--- src/rtl/bseq_pkg.sv ---
// Shared types for the burst address sequencer.
package bseq_pkg;
    // Burst ordering selected at load time.
    typedef enum logic {
        ORD_INTERLEAVE = 1'b0,
        ORD_LINEAR     = 1'b1
    } order_e;
endpackage

--- src/rtl/bseq_start_reg.sv ---
// Holds the burst start address and its ordering.
// Assumes: load is a single-cycle qualifier; reset is synchronous, active low.
module bseq_start_reg
    import bseq_pkg::*;
#(
    parameter int ADDR_W = 20
) (
    input  logic              clk,
    input  logic              rst_n,
    input  logic              load_i,
    input  logic              order_i,
    input  logic [ADDR_W-1:0] addr_i,
    output logic [ADDR_W-1:0] base_o,
    output order_e            order_o
);
    // Capture the start address and ordering on a load; clear on reset.
    always_ff @(posedge clk) begin
        if (!rst_n) begin
            base_o  <= '0;
            order_o <= ORD_INTERLEAVE;
        end else if (load_i) begin
            base_o  <= addr_i;
            order_o <= order_e'(order_i);
        end
    end


    order_held_chk: assert property (@(posedge clk) disable iff (!rst_n)
        !load_i |=> $stable(order_o));
endmodule

--- src/rtl/bseq_beat_ctr.sv ---
// Counts burst beats. A load restarts at the first beat. An active-low
// advance steps the count and wraps after the last beat. Otherwise it holds.
// Assumes: load has priority over advance.
module bseq_beat_ctr #(
    parameter int BEAT_W = 2
) (
    input  logic              clk,
    input  logic              rst_n,
    input  logic              load_i,
    input  logic              adv_n_i,
    output logic [BEAT_W-1:0] beat_o
);
    localparam logic [BEAT_W-1:0] LAST_BEAT = '1;

    // Restart, step or hold the beat count.
    always_ff @(posedge clk) begin
        if (!rst_n)        beat_o <= '0;
        else if (load_i)   beat_o <= '0;
        else if (!adv_n_i) beat_o <= beat_o + 1'b1;
    end


    load_restart_chk: assert property (@(posedge clk) disable iff (!rst_n)
        load_i |=> beat_o == '0);

    suspend_hold_chk: assert property (@(posedge clk) disable iff (!rst_n)
        (!load_i && adv_n_i) |=> $stable(beat_o));

    beat_wrap_chk: assert property (@(posedge clk) disable iff (!rst_n)
        (!load_i && !adv_n_i && beat_o == LAST_BEAT) |=> beat_o == '0);
endmodule

--- src/rtl/bseq_addr_map.sv ---
// Maps start address, ordering and beat count to the current address.
// The upper bits pass through unchanged. The low bits are either XORed
// with the beat (interleaved) or summed with it modulo the burst length (linear).
// Assumes: purely combinational; BEAT_W < ADDR_W.
module bseq_addr_map
    import bseq_pkg::*;
#(
    parameter int ADDR_W = 20,
    parameter int BEAT_W = 2
) (
    input  logic [ADDR_W-1:0] base_i,
    input  order_e            order_i,
    input  logic [BEAT_W-1:0] beat_i,
    output logic [ADDR_W-1:0] addr_o
);
    logic [BEAT_W-1:0] low_il;
    logic [BEAT_W-1:0] low_lin;

    // Per-bit flip of the start word for the interleaved order.
    for (genvar b = 0; b < BEAT_W; b++) begin : g_il
        assign low_il[b] = base_i[b] ^ beat_i[b];
    end

    // Wrapping sum for the linear order.
    assign low_lin = base_i[BEAT_W-1:0] + beat_i;

    // Select the ordering and keep the upper bits.
    always_comb begin
        addr_o = base_i;
        addr_o[BEAT_W-1:0] = (order_i == ORD_LINEAR) ? low_lin : low_il;
    end
endmodule

--- src/rtl/burst_addr_seq.sv ---
// Burst address sequencer top. Loads a start address and ordering, then
// produces the beat address for each beat of the burst.
// Assumes: synchronous active-low reset; load outranks advance.
module burst_addr_seq
    import bseq_pkg::*;
#(
    parameter int ADDR_W = 20,
    parameter int BEAT_W = 2
) (
    input  logic              clk,
    input  logic              rst_n,
    input  logic              load_i,
    input  logic              adv_n_i,
    input  logic              order_i,
    input  logic [ADDR_W-1:0] addr_i,
    output logic [ADDR_W-1:0] addr_o
);
    logic [ADDR_W-1:0] base;
    order_e            order_q;
    logic [BEAT_W-1:0] beat;

    bseq_start_reg #(.ADDR_W(ADDR_W)) u_start (
        .clk(clk), .rst_n(rst_n), .load_i(load_i), .order_i(order_i),
        .addr_i(addr_i), .base_o(base), .order_o(order_q)
    );

    bseq_beat_ctr #(.BEAT_W(BEAT_W)) u_beat (
        .clk(clk), .rst_n(rst_n), .load_i(load_i), .adv_n_i(adv_n_i),
        .beat_o(beat)
    );

    bseq_addr_map #(.ADDR_W(ADDR_W), .BEAT_W(BEAT_W)) u_map (
        .base_i(base), .order_i(order_q), .beat_i(beat), .addr_o(addr_o)
    );


    load_first_chk: assert property (@(posedge clk) disable iff (!rst_n)
        load_i |=> addr_o == $past(addr_i));

    addr_suspend_chk: assert property (@(posedge clk) disable iff (!rst_n)
        (!load_i && adv_n_i) |=> $stable(addr_o));

    upper_fixed_chk: assert property (@(posedge clk) disable iff (!rst_n)
        !load_i |=> $stable(addr_o[ADDR_W-1:BEAT_W]));

    advance_moves_chk: assert property (@(posedge clk) disable iff (!rst_n)
        (!load_i && !adv_n_i) |=> addr_o[BEAT_W-1:0] != $past(addr_o[BEAT_W-1:0]));
endmodule

--- config.mk ---
export PLATFORM = sky130hd
export DESIGN_NAME = burst_addr_seq
export DESIGN_NICKNAME = d
export VERILOG_FILES = /design/src/rtl/bseq_pkg.sv /design/src/rtl/bseq_start_reg.sv /design/src/rtl/bseq_beat_ctr.sv /design/src/rtl/bseq_addr_map.sv /design/src/rtl/burst_addr_seq.sv
export SDC_FILE = /design/constraint.sdc
export NUM_CORES = 1
export LEC_CHECK = 0
export BUFFER_PORTS_ARGS = -buffer_cell sky130_fd_sc_hd__buf_4
export CAP_MARGIN = 20
export CORE_ASPECT_RATIO = 0.7
export CORE_MARGIN = 2
export CORE_UTILIZATION = 40
export DETAILED_ROUTE_END_ITERATION = 10
export PLACE_DENSITY = 0.71
export SLEW_MARGIN = 20
export SYNTH_ARGS = -nofsm -noshare
export SYNTH_HDL_FRONTEND = slang
export SYNTH_HIERARCHICAL = 1
export SYNTH_SLANG_ARGS = --single-unit
--- constraint.sdc ---
create_clock -name clk -period 1.05 [get_ports clk]
set_input_delay 0.2625 -clock clk [delete_from_list [all_inputs] [get_ports clk]]
set_output_delay 0.2625 -clock clk [all_outputs]
set_load 0.01 [all_outputs]
==> results.yml, run 1 <==
run_status:
  outcome: "complete, but fails checks"
  violations: "setup timing"
clock_network:
  cts_hold_buf: 0
  htree_levels: 1
  clk_path_buf_depth: 2
  clkSlewWorstSetupHoldPaths_ns: 0.08
  tritoncts: "yes"
  clk_latency_ns: 0.26
  root_buffer: "clkbuf_8"
  numCtsBuffers: 3
  cts_sinks: 23
global_routing:
  antenna_found_initial: 0
  grt_max_degree: 23
  overflow: 0
  grt_usage_pct: 12.9
  grt_pass1_wl_mm: 2.94
  grt_pass1_vias: 665
detailed_routing:
  drtPass1Iterations: 4
  wl_per_cell_um: 11.7
  wirelength_mm: 1.86
  drt-initial-drc-count: 9
  vias: 692
  wl_met2_um: 994
  postRouteAntennaNets: 0
  routed_via_density: 4.35
  drc_errors: 0
  dr_wl_met3_um: 99
  met1_length_um: 743
  top_layer_used: "met4"
logic_synthesis:
  yosysTopAreaCell: "dfxtp_1"
  synth_simple_gate_area_share_pct: 16.0
  ys_top_cells_by_count: "dfxtp_1, mux2i_1, nor2b_1, buf_4"
  syn_nets: 124
  synth_ff_type: "dfxtp_1"
  synth_compound_area_share_pct: 0
  synth-seq-cells: 23
  synth-edff-count: 0
  synthMuxAreaShare_pct: 19.5
  ys_seq_area_share_pct: 42.8
  yosysMostFrequentCell: "dfxtp_1"
  synth_cell_types: 16
  synth_top_family_by_area: "multiplexers"
  avgSynthCellArea_um2: 11.0
  synth_xor_area_share_pct: 2.44
  synthAdderAreaFrac_pct: 1.16
  netlist_instances: 98
  async_reset_ff_share_pct: 0
  synth_top_area_share_pct: 42.8
  synth_area_leaders: "dfxtp_1, mux2i_1, buf_4"
  syn_area_um2: 1080
  ys_warn_count: 6
flow_run:
  drv_cap: 0
critical_path:
  r2r-start: "u_beat/beat_o[0]$_SDFFE_PP0N_"
  cp.required_ns: 0.79
  path_class: "reg2out"
  worst_setup_path_end_kind: "primary output"
  slowest_stage: "dfxtp_2"
  arrival_ns: 1.06
  path_cells: "xor2_2, xnor2_1, buf_4"
  start_kind: "flop"
  crit_path_max_incr_delay_ns: 0.34
  crit_path_start: "u_start/base_o[1]$_SDFFE_PN0P_"
  critPathMaxFanout: 2
timing:
  worst_pin_slew_ns: 0.364
  setup_ws_ns: -0.268
  fmax_mhz: 759
  finalCriticalPeriod_ns: 1.32
  hold_ws_ns: 0.260
  rsz0062_at_grt: "true"
  setup_violations: 2
  report.final.slew_viol_count: 0
  fin_skew_ns: 0.000301
  period_share_pct: 126
  slew_headroom_pct: 75.7
  finalHoldViolations: 0
power_and_ir_drop:
  p_per_area_nw_per_um2: 1330
  ir_drop_mv: 0.888
  total_power_uw: 1790
  leakage_uw: 0.000642
die:
  num_rows: 15
  die_h_um: 47.4
  start_util_pct: 42.8
  fp.coreArea_um2: 2510
  die_w_um: 66.0
  dieArea_um2: 3130
  num_io_pins: 45
min_path:
  min_path_type: "in2reg"
  min_from: "addr_i[7]"
final_layout:
  final_cells: 159
  nets: 152
  diodes: 0
  final_layout_size_suffix_gt1_share_pct: 47.2
  multi_input_comb_area_um2: 444
  final_util_pct: 53.6
  nFillCells: 238
  syn_to_final_growth_pct: 25.2
  seq_area_um2: 465
placement:
  gp_congestion: 0.685
  place_ws_ns: -0.00649
  portBuffers: 44
  place_inst: 155
  dp_hpwl_mm: 1.34
[sequential cells by signal (all words and copies together), names as in the netlist]
| register | flops |
|---|---|
| u_beat/beat_o | 2 |
| u_start/base_o | 20 |
| u_start/order_o | 1 |
[cells by family (layout without fill, tap and decap cells)]
group	Yosys count	after routing
XOR/XNOR	3	3
adder cells (fa/ha/maj)	1	1
buffers and inverters	23	50
flip-flops	23	23
multiplexers	21	21
AND/OR/NAND/NOR	27	27
[per-layer routing]
| metal | vias up | track usage, % |
|---|---|---|
| li1 | 349 | - |
| met1 | 321 | 14.9 |
| met2 | 20 | 23.6 |
| met3 | 2 | 3.60 |
| met4 | 0 | 4.90 |
| met5 | - | 0 |
[critical path: cells and delay by family, from the launching register on]
family	cells	cell delay [ns]
XOR/XNOR	2	0.32
buffers and inverters	1	0.14
flip-flops	1	0.34
[timing repair]
item	in CTS	in global routing
setup endpoints to repair	2	2
pin swaps	1	0
endpoints found under the hold margin	0	0
resized for setup	7	1
setup buffers	0	0
[per-stage QoR]
| step | cell area, µm² | setup TNS, ns |
|---|---|---|
| 6_report | 1350 | -0.436 |
| 5_1_grt | 1350 | -0.512 |
| 4_1_cts | 1340 | -0.444 |
| 3_5_place_dp | 1270 | -0.00649 |
| 3_3_place_gp | 1270 | -0.00562 |
| 2_1_floorplan | 1080 | 0 |
[power by group]
part           internal (µW)  leakage (µW)  total (µW)  switching [µW]
registers                924      0.000191         952            28.7
clock network            264     0.0000255         531             267
logic                    190      0.000425         308             118
total                   1380      0.000642        1790             413
[worst paths after layout]
| path | endpoint | slack (ns) | depth (start not counted) |
|---|---|---|---|
| min reg2reg | u_start/base_o[14]$_SDFFE_PN0P_ | 0.52 | 2 |
| max reg2reg | u_beat/beat_o[1]$_SDFFE_PP0N_ | 0.16 | 4 |
| max | addr_o[1] | -0.27 | 3 |
| min | u_start/base_o[7]$_SDFFE_PN0P_ | 0.26 | 3 |
[cell usage in the layout, fill, tap and decap left out, drive strengths merged]
master	count
buf	46
nor2	1
dfxtp	23
xor2	1
nand2	1
mux2i	21
clkinv	1
and2b	1
nor2b	22
nand2b	1
xnor2	2
clkbuf	3
ha	1
nor3	1
[final cells by class]
cell class | instances | area share, %
clock inverter | 1 | 0.371
sequential | 23 | 34.5
multi-input combinational | 52 | 33.0
timing repair buffer | 46 | 25.9
clock buffer | 3 | 3.06
tap | 34 | 3.16
Power figures use the tool's default switching activity.
==> run 2: changes to the inputs <==
- CELL_PAD_IN_SITES_DETAIL_PLACEMENT: not set -> 0
- CELL_PAD_IN_SITES_GLOBAL_PLACEMENT: not set -> 2
- CORE_UTILIZATION: 40 -> 28
- MAX_ROUTING_LAYER: not set -> met4
- PLACE_DENSITY: 0.71 -> 0.8
==> results.yml, run 2 (synthesis gave the netlist of run 1 again) <==
power_and_ir_drop:
  p_per_area_nw_per_um2: 1310
  total_power_uw: 1790
  leakage_uw: 0.000639
  ir_drop_mv: 0.585
global_routing:
  grt_usage_pct: 9.18
  grt_max_degree: 23
  grt_pass1_wl_mm: 3.00
  grt_pass1_vias: 637
  antenna_found_initial: 0
  overflow: 0
clock_network:
  clkSlewWorstSetupHoldPaths_ns: 0.08
  tritoncts: "yes"
  numCtsBuffers: 3
  cts_sinks: 23
  cts_hold_buf: 0
  postCtsSetupBuffers: 0
  clk_latency_ns: 0.26
  root_buffer: "clkbuf_8"
  htree_levels: 1
  clk_path_buf_depth: 2
critical_path:
  rr_worst_depth: 4
  ff2ff_setup_slack_ns: 0.17
  critPathMaxFanout: 2
  r2r-start: "u_beat/beat_o[0]$_SDFFE_PP0N_"
  worst_setup_path_end_kind: "primary output"
  timing.rr.end: "u_beat/beat_o[1]$_SDFFE_PP0N_"
  arrival_ns: 1.07
  cp.required_ns: 0.79
  start_kind: "flop"
  path_class: "reg2out"
detailed_routing:
  routed_via_density: 3.82
  vias: 669
  wirelength_mm: 1.84
  drt-initial-drc-count: 3
  drc_errors: 0
  drtPass1Iterations: 3
  wl_per_cell_um: 10.5
  postRouteAntennaNets: 0
placement:
  place_ws_ns: -0.0232
  gp_congestion: 0.640
  dp_hpwl_mm: 1.31
  portBuffers: 44
timing:
  worst_pin_slew_ns: 0.379
  period_share_pct: 127
  hold_ws_ns: 0.259
  setup_violations: 2
  fin_skew_ns: 0.000213
  setup_ws_ns: -0.284
  slew_headroom_pct: 74.7
  finalHoldViolations: 0
  finalCriticalPeriod_ns: 1.33
  fmax_mhz: 749
  rsz0062_at_grt: "true"
  report.final.slew_viol_count: 0
flow_run:
  drv_cap: 0
min_path:
  min_path_type: "in2reg"
  hold_path_depth: 3
  min_from: "addr_i[5]"
  holdPathEnd: "u_start/base_o[5]$_SDFFE_PN0P_"
final_layout:
  layout_common_cells: "buf_4, mux2i_1, nor2b_1"
  reg_top3: "u_start/base_o x20, u_beat/beat_o x2, u_start/order_o x1"
  diodes: 0
  nFillCells: 357
  layout_commonest_cell: "buf_4"
  final_layout_size_suffix_gt1_share_pct: 46.4
  syn_to_final_growth_pct: 27.0
  seq_area_um2: 465
  largest_reg_flops: 20
  top_register: "u_start/base_o"
  nets: 152
  multi_input_comb_area_um2: 444
die:
  num_io_pins: 45
  fp.coreArea_um2: 3600
  num_rows: 18
  dieArea_um2: 4360
  die_h_um: 55.9
  die_w_um: 78.1
  start_util_pct: 29.9
run_status:
  outcome: "complete, but fails checks"
  violations: "setup timing"
[run 2: cell count changes in the layout (fill, tap and decap cells not counted)]
cell      previous run  this run
clkinv_2             1         0
clkbuf_1             0         1
[run 2: layout make-up]
class | count | share of cell area [%]
Clock buffer | 4 | 3.30
Multi-Input combinational cell | 52 | 32.5
Sequential cell | 23 | 34.1
Tap cell | 50 | 4.58
Timing Repair Buffer | 46 | 25.5
[run 2: layer usage]
metal,track usage [%],part of all wire [%],vias up
li1,-,-,350
met1,11.4,49,303
met2,13.2,47,16
met3,3.73,4.0,0
met4,3.76,0,0
met5,-,0,-
[run 2: how the worst max path moves through the flow]
stage | from | endpoint | slack (ns) | depth (start not counted)
floorplan | u_beat/beat_o[0]$_SDFFE_PP0N_ | addr_o[1] | 0.05 | 3
global placement | u_start/base_o[0]$_SDFFE_PN0P_ | addr_o[1] | -0.01 | 4
detailed placement | u_start/base_o[0]$_SDFFE_PN0P_ | addr_o[1] | -0.02 | 4
CTS | u_beat/beat_o[0]$_SDFFE_PP0N_ | addr_o[1] | -0.31 | 4
global route | u_beat/beat_o[1]$_SDFFE_PP0N_ | addr_o[1] | -0.33 | 3
finish | u_beat/beat_o[1]$_SDFFE_PP0N_ | addr_o[1] | -0.28 | 3
[run 2: stage by stage]
step	util (%)	std cells	instance area, µm²	TNS [ns]
6_report	37.9	175	1370	-0.440
5_1_grt	37.9	175	1370	-0.528
4_1_cts	37.6	175	1360	-0.479
3_5_place_dp	35.8	171	1290	-0.0232
3_3_place_gp	35.8	171	1290	-0.0125
2_1_floorplan	-	98	1080	0
[run 2: timing repair]
| item | CTS | global route |
|---|---|---|
| pin swaps | 2 | 1 |
| setup endpoints to repair | 2 | 2 |
| resized for setup | 6 | 3 |
[run 2: where the power goes]
part	leakage, µW	internal, µW	switching, µW
Combinational	0.000425	189	116
Sequential	0.000191	924	29.1
Clock	0.0000228	270	260
Total	0.000639	1380	405
[run 2: critical path, stage by stage, from the launching register on]
cell     delay (ns)
dfxtp_2        0.34
xor2_2         0.18
xnor2_1        0.16
buf_4          0.14
==> run 3: changes to the inputs <==
- clock period: 1.05 -> 1.5 ns (I/O delays scaled with it)
==> results.yml, run 3 (synthesis gave the netlist of run 1 again) <==
run_status:
  outcome: "finished clean"
min_path:
  min_path_type: "in2reg"
  min_from: "addr_i[17]"
  hold_path_depth: 3
  holdPathEnd: "u_start/base_o[17]$_SDFFE_PN0P_"
die:
  die_h_um: 55.9
  dieArea_um2: 4360
  fp.coreArea_um2: 3600
  start_util_pct: 29.9
  die_w_um: 78.1
  num_rows: 18
  num_io_pins: 45
clock_network:
  root_buffer: "clkbuf_8"
  clkSlewWorstSetupHoldPaths_ns: 0.08
  htree_levels: 1
  tritoncts: "yes"
  postCtsSetupBuffers: 0
  cts_sinks: 23
  clk_latency_ns: 0.26
  numCtsBuffers: 3
  clk_path_buf_depth: 2
global_routing:
  grt_pass1_wl_mm: 3.11
  overflow: 0
  grt_max_degree: 23
  grt_pass1_vias: 647
  grt_usage_pct: 9.31
  antenna_found_initial: 0
final_layout:
  diodes: 0
  nets: 150
  final_layout_size_suffix_gt1_share_pct: 44.7
  largest_reg_flops: 20
  top_register: "u_start/base_o"
  layout_common_cells: "buf_4, mux2i_1, nor2b_1"
  syn_to_final_growth_pct: 24.8
  reg_top3: "u_start/base_o x20, u_beat/beat_o x2, u_start/order_o x1"
  final_area_um2: 1340
  layout_commonest_cell: "buf_4"
timing:
  period_share_pct: 97.2
  fmax_mhz: 686
  report.final.slew_viol_count: 0
  finalHoldViolations: 0
  worst_pin_slew_ns: 0.372
  slew_headroom_pct: 75.2
  setup_ws_ns: 0.0420
  finalCriticalPeriod_ns: 1.46
  setup_violations: 0
  fin_skew_ns: 0.000323
critical_path:
  arrival_ns: 1.08
  ff2ff_setup_slack_ns: 0.71
  start_kind: "flop"
  cp.required_ns: 1.12
  path_class: "reg2out"
  rr_worst_depth: 3
  timing.rr.end: "u_beat/beat_o[1]$_SDFFE_PP0N_"
  r2r-start: "u_beat/beat_o[0]$_SDFFE_PP0N_"
  worst_setup_path_end_kind: "primary output"
  critPathMaxFanout: 3
placement:
  gp_congestion: 0.664
  dp_hpwl_mm: 1.37
  place_ws_ns: 0.291
  portBuffers: 44
  placed_area_um2: 1270
detailed_routing:
  wl_per_cell_um: 10.9
  wirelength_mm: 1.88
  postRouteAntennaNets: 0
  routed_via_density: 3.80
  drc_errors: 0
  drtPass1Iterations: 3
  drt-initial-drc-count: 16
  vias: 658
power_and_ir_drop:
  ir_drop_mv: 0.583
  leakage_uw: 0.000628
  p_per_area_nw_per_um2: 928
  total_power_uw: 1250
flow_run:
  drv_cap: 0
-- run 3: through the flow --
stage / hold slack (ns) / cells / utilization, % / TNS (ns)
after floorplan: 0.483 / 98 / - / 0
after CTS: 0.360 / 173 / 36.6 / 0
final: 0.368 / 173 / 37.3 / 0
after detailed placement: 0.507 / 169 / 35.4 / 0
after global placement: 0.496 / 169 / 35.4 / 0
after global routing: 0.354 / 173 / 37.3 / -0.00105
-- run 3: layout make-up --
cell class                 instances  area (µm²)
sequential                        23         468
fill                             374        2260
tap                               50        62.6
clock buffer                       4        45.0
multi-input combinational         52         437
timing repair buffer              44         330
-- run 3: how the worst max path moves through the flow --
stage          slack (ns)  cells after the start                     startpoint        end
2_1_floorplan        0.39                      3  u_beat/beat_o[0]$_SDFFE_PP0N_  addr_o[1]
3_3_place_gp         0.31                      4  u_beat/beat_o[0]$_SDFFE_PP0N_  addr_o[1]
5_1_grt            -0.001                      4  u_beat/beat_o[0]$_SDFFE_PP0N_  addr_o[1]
4_1_cts             0.003                      4  u_beat/beat_o[0]$_SDFFE_PP0N_  addr_o[1]
6_report             0.04                      4  u_beat/beat_o[0]$_SDFFE_PP0N_  addr_o[1]
3_5_place_dp         0.29                      4  u_beat/beat_o[0]$_SDFFE_PP0N_  addr_o[1]
-- run 3: repair_timing --
action | CTS | global route
endpoints found under the setup margin | 0 | 1
gates resized for setup | 0 | 8
hold buffers | 0 | 0
-- run 3: worst max-delay path, stage by stage (launching register included) --
cell	delay, ns
dfxtp_4	0.37
ha_4	0.13
nand2_2	0.04
xnor2_1	0.15
buf_4	0.14
-- run 3: layer usage --
| metal | track usage (%) | part of all wire, % | vias up |
|---|---|---|---|
| met5 | - | 0 | - |
| met1 | 11.7 | 46 | 297 |
| li1 | - | - | 345 |
| met2 | 14.2 | 49 | 14 |
| met4 | 3.01 | 1.0 | 0 |
| met3 | 3.08 | 3.4 | 2 |
-- run 3: where the power goes --
group          switching [µW]  internal [µW]
logic                    80.0            127
clock network             184            189
registers                20.4            645
total                     285            962
